`config.mk`:
```
export PLATFORM = sky130hd
export DESIGN_NAME = split_rr_arbiter
export DESIGN_NICKNAME = d
export VERILOG_FILES = /design/src/rtl/sarb_pkg.sv /design/src/rtl/sarb_rr_pick.sv /design/src/rtl/sarb_split_mask.sv /design/src/rtl/sarb_owner_track.sv /design/src/rtl/split_rr_arbiter.sv
export SDC_FILE = /design/constraint.sdc
export NUM_CORES = 1
export LEC_CHECK = 0
export BUFFER_PORTS_ARGS = -buffer_cell sky130_fd_sc_hd__buf_2
export CELL_PAD_IN_SITES_DETAIL_PLACEMENT = 0
export CELL_PAD_IN_SITES_GLOBAL_PLACEMENT = 1
export CORE_MARGIN = 1
export CORE_UTILIZATION = 40
export CTS_CLUSTER_DIAMETER = 30
export DETAILED_ROUTE_END_ITERATION = 8
export HOLD_SLACK_MARGIN = 0.06
export PLACE_DENSITY_LB_ADDON = 0.1
export SLEW_MARGIN = 30
export SYNTH_ARGS = -nofsm -noshare
export SYNTH_HDL_FRONTEND = slang
export SYNTH_SLANG_ARGS = --single-unit
```
`constraint.sdc`:
```
create_clock -name clk -period 2.65 [get_ports clk]
set_input_delay 0.265 -clock clk [delete_from_list [all_inputs] [get_ports clk]]
set_output_delay 0.265 -clock clk [all_outputs]
set_load 0.01 [all_outputs]
```
`src/rtl/sarb_pkg.sv`:
```
package sarb_pkg;

  typedef enum logic [1:0] {
    RSP_OKAY  = 2'b00,
    RSP_ERROR = 2'b01,
    RSP_RETRY = 2'b10,
    RSP_SPLIT = 2'b11
  } rsp_e;

  typedef enum logic [1:0] {
    XFR_IDLE   = 2'b00,
    XFR_BUSY   = 2'b01,
    XFR_NONSEQ = 2'b10,
    XFR_SEQ    = 2'b11
  } xfr_e;

endpackage

```
`src/rtl/sarb_rr_pick.sv`:
```
module sarb_rr_pick #(
  parameter int N  = 3,
  parameter int IW = 2
) (
  input  logic [N-1:0]  cand_i,
  input  logic [IW-1:0] base_i,
  output logic          found_o,
  output logic [IW-1:0] pick_o
);

  // Search starts one past base and wraps, so base itself is tried last.
  always_comb begin
    int c;
    found_o = 1'b0;
    pick_o  = '0;
    for (int k = 1; k <= N; k++) begin
      c = (int'(base_i) + k) % N;
      if (!found_o && cand_i[c]) begin
        found_o = 1'b1;
        pick_o  = IW'(c);
      end
    end
  end

endmodule

```
`src/rtl/sarb_split_mask.sv`:
```
module sarb_split_mask #(
  parameter int N  = 3,
  parameter int OW = 2
) (
  input  logic          clk,
  input  logic          rst_n,
  input  logic          set_en_i,
  input  logic [OW-1:0] set_who_i,
  input  logic [N-1:0]  clr_i,
  output logic [N-1:0]  mask_o
);

  for (genvar i = 0; i < N; i++) begin : g_bit
    always_ff @(posedge clk or negedge rst_n) begin
      if (!rst_n)
        mask_o[i] <= 1'b0;
      else if (clr_i[i])
        mask_o[i] <= 1'b0;                 // release beats a same-cycle block
      else if (set_en_i && set_who_i == OW'(i))
        mask_o[i] <= 1'b1;
    end

    assert_release_wins_R6: assert property (
      @(posedge clk) disable iff (!rst_n)
      clr_i[i] |=> !mask_o[i]);
  end

endmodule

```
`src/rtl/sarb_owner_track.sv`:
```
module sarb_owner_track #(
  parameter int N  = 3,
  parameter int OW = 2
) (
  input  logic          clk,
  input  logic          rst_n,
  input  logic          adv_addr_i,
  input  logic          adv_data_i,
  input  logic [N-1:0]  grant_i,
  output logic [OW-1:0] owner_o,
  output logic [OW-1:0] data_owner_o
);

  localparam logic [OW-1:0] IDLE = OW'(N);

  logic [OW-1:0] grant_enc;

  always_comb begin
    grant_enc = IDLE;
    for (int i = 0; i < N; i++)
      if (grant_i[i]) grant_enc = OW'(i);
  end

  always_ff @(posedge clk or negedge rst_n) begin
    if (!rst_n) begin
      owner_o      <= IDLE;
      data_owner_o <= IDLE;
    end else begin
      if (adv_addr_i) owner_o      <= grant_enc;
      if (adv_data_i) data_owner_o <= owner_o;
    end
  end

  assert_owner_hold_R4: assert property (
    @(posedge clk) disable iff (!rst_n)
    !adv_addr_i |=> $stable(owner_o));

  assert_data_owner_hold_R4: assert property (
    @(posedge clk) disable iff (!rst_n)
    !adv_data_i |=> $stable(data_owner_o));

  assert_owner_idle_R4: assert property (
    @(posedge clk) disable iff (!rst_n)
    (adv_addr_i && grant_i == '0) |=> (owner_o == IDLE));

endmodule

```
`src/rtl/split_rr_arbiter.sv`:
```
module split_rr_arbiter
  import sarb_pkg::*;
#(
  parameter int N  = 3,
  parameter int IW = (N > 1) ? $clog2(N) : 1,
  parameter int OW = $clog2(N + 1)
) (
  input  logic          clk,
  input  logic          rst_n,
  input  logic [N-1:0]  req_i,
  output logic [N-1:0]  grant_o,
  output logic [OW-1:0] owner_o,
  input  logic          bus_ready_i,
  input  logic [1:0]    bus_resp_i,
  input  logic [1:0]    bus_trans_i,
  input  logic [N-1:0]  release_i
);

  localparam logic [OW-1:0] IDLE = OW'(N);

  rsp_e          rsp;
  xfr_e          xfr;
  logic          adv_addr;
  logic          split_first;
  logic          retry_last;
  logic [N-1:0]  mask;
  logic [N-1:0]  eligible;
  logic [OW-1:0] data_owner;
  logic [IW-1:0] base;
  logic          found;
  logic [IW-1:0] pick;
  logic [N-1:0]  grant_q;
  logic [N-1:0]  grant_nx;
  logic [IW-1:0] ptr_q;

  assign rsp         = rsp_e'(bus_resp_i);
  assign xfr         = xfr_e'(bus_trans_i);
  assign adv_addr    = bus_ready_i && (xfr != XFR_BUSY);
  assign split_first = !bus_ready_i && (rsp == RSP_SPLIT);
  assign retry_last  = bus_ready_i && (rsp == RSP_RETRY) && (data_owner != IDLE);
  assign eligible    = req_i & ~mask;
  assign base        = retry_last ? data_owner[IW-1:0] : ptr_q;

  sarb_split_mask #(.N(N), .OW(OW)) u_mask (
    .clk       (clk),
    .rst_n     (rst_n),
    .set_en_i  (split_first),
    .set_who_i (data_owner),
    .clr_i     (release_i),
    .mask_o    (mask)
  );

  sarb_rr_pick #(.N(N), .IW(IW)) u_pick (
    .cand_i  (eligible),
    .base_i  (base),
    .found_o (found),
    .pick_o  (pick)
  );

  always_comb begin
    if (found)        grant_nx = N'(1) << pick;
    else if (!mask[0]) grant_nx = N'(1);   // default master
    else              grant_nx = '0;       // park with nobody
  end

  always_ff @(posedge clk or negedge rst_n) begin
    if (!rst_n) begin
      grant_q <= '0;
      ptr_q   <= IW'(N - 1);
    end else if (adv_addr) begin
      grant_q <= grant_nx;
      if (found)         ptr_q <= pick;
      else if (!mask[0]) ptr_q <= '0;
    end
  end

  assign grant_o = grant_q;

  sarb_owner_track #(.N(N), .OW(OW)) u_owner (
    .clk          (clk),
    .rst_n        (rst_n),
    .adv_addr_i   (adv_addr),
    .adv_data_i   (bus_ready_i),
    .grant_i      (grant_q),
    .owner_o      (owner_o),
    .data_owner_o (data_owner)
  );

  assert_one_grant_R3: assert property (
    @(posedge clk) disable iff (!rst_n)
    $onehot0(grant_q));

  assert_grant_hold_R3: assert property (
    @(posedge clk) disable iff (!rst_n)
    !adv_addr |=> $stable(grant_q));

  assert_blocked_not_granted_R5: assert property (
    @(posedge clk) disable iff (!rst_n)
    adv_addr |=> ((grant_q & $past(mask)) == '0));

  assert_retry_release_R7: assert property (
    @(posedge clk) disable iff (!rst_n)
    ((rsp == RSP_RETRY) && (release_i != '0)) |=> ((mask & $past(release_i)) == '0));

  assert_park_R9: assert property (
    @(posedge clk) disable iff (!rst_n)
    (adv_addr && eligible == '0 && mask[0]) |=> (grant_q == '0));

endmodule

```
==> results.cfg <==
[route]
vias = 555
ant_nets = 0
dr.pass1.iters = 3
drtIter0Drc = 19
drt-total-wl_microns = 1370
wire_per_inst_microns = 13.6
vias_per_cell = 5.50
drc = 0

[critical_path]
cp_max_fo = 6
cpMaxStageDelayCell = dfstp_2
crit_type = reg2reg
cp-start-kind = register
startpoint = u_owner.data_owner_o[1]$_DFFE_PN1P_
worstPathRequired_ns = 2.81
worst_setup_path_end_kind = register
crit_chain = and4bb_1, a211oi_2, nor2_1, a32o_1
cp_slowest_stage_delay_ns = 0.57
crit_arrival_ns = 1.70
r2r_start = u_owner.data_owner_o[1]$_DFFE_PN1P_

[job]
maxCapViolCount = 0

[sta]
post-route-period-util_pct = 58.0
period_needed_ns = 1.54
max_freq_ghz = 0.650
drv_slew = 0
finalSetupViolCount = 0
worstMarginPinSlew_ns = 0.371
setup_ws_ns = 1.11
hold_violations = 0
slew_headroom_pct = 75.3
clock_skew_ns = 0.00163
setup_tns_ns = 0
grt_setup_unrepaired = false

[logic_synthesis]
synth_area_sq_um = 667
ys_warn_count = 0
yosys_register_bits = 12
synth_cells = 63
yosysTopAreaCell = dfrtp_1
yosysTopAreaCellShare_pct = 26.3
ys_top_cells_by_area = dfrtp_1 26%, dfstp_2 20%, nand2b_1 5.6%
yosysSeqAreaShare_pct = 46.0
synth_cell_type_count = 26
synth_nets = 76
syn_area_per_cell_sq_um = 10.6

[floorplanning]
fp.dieW_microns = 42.8
row_count = 14
num_io_pins = 18
start_util_pct = 43.8
die_h_microns = 42.8
core-area_sq_um = 1520
die_area_sq_um = 1830

[global_routing]
track_usage_pct = 17.1
grt_pass1_wl_microns = 2290
grt_pass1_vias = 509
grt_max_degree = 13
overflow = 0
antenna_found_initial = 0

[power_and_ir_drop]
p_seq_share_pct = 48.2
power.total_w = 0.000567
p_int_w = 0.000393
vdd_drop_max_mv = 0.405
p_sw_share_pct = 30.5
combinationalPowerShare_pct = 25.9
power_density_nw_per_um2 = 689
power.switching_w = 0.000173
leakage_nw = 0.377
p_clk_share_pct = 25.9

[placement]
dp_cells = 96
post-dp-hpwl_microns = 1080
place_ws_ns = 1.14
gp_congestion = 0.778
port_buffers = 17

[final_layout]
area_delta_synth_final_pct = 23.3
fin_nets = 99
final_layout_size_suffix_gt1_share_pct = 35.3
antenna_cells = 0
layout_common_cells = 17 x buf_2, 10 x nor2_1, 7 x dfrtp_1
final_cells = 101
final_common_cell = buf_2

[clock_tree]
cts_tree = done
cts_resized = 0
root_buffer = clkbuf_4
htreeDepth = 1
cts_buffer_depth = 2
path_clk_slew_ns = 0.08
clk_latency_ns = 0.27
cts_buffers = 3
tritoncts_num_sinks = 12

[min_path]
hold_path.startpoint = release_i[2]
hp-class = in2reg

[run_status]
outcome = completed
## metal layers
layer	global-route usage (%)	share of wire (%)	up-vias
met1	22.4	49	261
met2	27.0	46	12
met3	3.83	3.6	4
met5	0	0	-
li1	-	-	278
met4	7.50	1.5	0
## worst max-delay path: cells and delay by family (launching register included)
family,cells,cell delay [ns]
AO/OA/AOI/OAI,2,0.55
AND/OR/NAND/NOR,2,0.31
flip-flops,1,0.57
## through the flow
step                      utilization, %  cell area [sq um]  hold slack [ns]
final                               53.9                822            0.130
after CTS                           53.9                822            0.123
after floorplan                        -                667          -0.0306
after global placement              50.9                776            0.155
after detailed placement            50.9                776            0.159
after global routing                53.9                822            0.113
## sequential cells by signal (all words and copies together) (netlist names)
signal and count:
grant_o 3, ptr_q 2, u_mask.mask_o 3, u_owner.data_owner_o 2, u_owner.owner_o 2
## synthesized netlist by cell type
library cell	instances
a221oi_2	1
o21bai_1	1
o211ai_1	1
nor2_1	10
dfrtp_1	7
inv_1	2
and4bb_1	2
o221ai_1	1
nand2b_1	6
a211oi_1	1
nor3b_1	1
nand4bb_1	2
a211oi_2	1
clkbuf_1	1
mux2_1	2
a32o_1	2
dfstp_2	5
a2111oi_4	1
nand3b_1	1
a31o_1	1
nor3_1	1
a21oi_1	3
a21o_1	2
nor2b_1	2
o21ai_1	3
nand2_1	3
## worst paths after layout
path / to / cells past startpoint / slack [ns]
min in group asynchronous: grant_o[1]$_DFFE_PN0P_ / 2 / 0.39
min reg2reg: u_owner.owner_o[0]$_DFFE_PN1P_ / 2 / 0.47
max reg2reg: grant_o[2]$_DFFE_PN0P_ / 4 / 1.11
min: u_mask.mask_o[2]$_DFFE_PN0P_ / 2 / 0.13
max in group asynchronous: u_owner.data_owner_o[1]$_DFFE_PN1P_ / 2 / 1.99
max: grant_o[2]$_DFFE_PN0P_ / 4 / 1.11
## power by group through the flow
stage / clock network [W] / logic, W / registers (W)
2_1_floorplan: 0 / 0.0000908 / 0.000275
3_3_place_gp: 0 / 0.000147 / 0.000274
3_5_place_dp: 0 / 0.000148 / 0.000274
4_1_cts: 0.000153 / 0.000149 / 0.000272
5_1_grt: 0.000161 / 0.000163 / 0.000279
6_report: 0.000147 / 0.000147 / 0.000273
## repair_timing
action,4_1_cts,5_1_grt
setup buffers,0,0
endpoints found under the hold margin,7,0
hold buffers,1,0
## layout make-up
cell class | count | area (sq um)
fillers | 155 | 702
multi-input cells | 48 | 349
flip-flops and latches | 12 | 307
repair buffers | 19 | 103
clock buffers | 4 | 36.3
well taps | 16 | 20.0
inverters | 2 | 7.51
## kinds of logic (layout without fill, tap and decap cells)
group / after synthesis / after routing / share of synthesized area [%]
compound gates: 18 / 18 / 24.0
mux: 2 / 2 / 3.38
simple gates: 28 / 28 / 25.0
flops: 12 / 12 / 46.0
buf+inv: 3 / 25 / 1.69
Note: power is estimated with default switching activity, not from simulation.
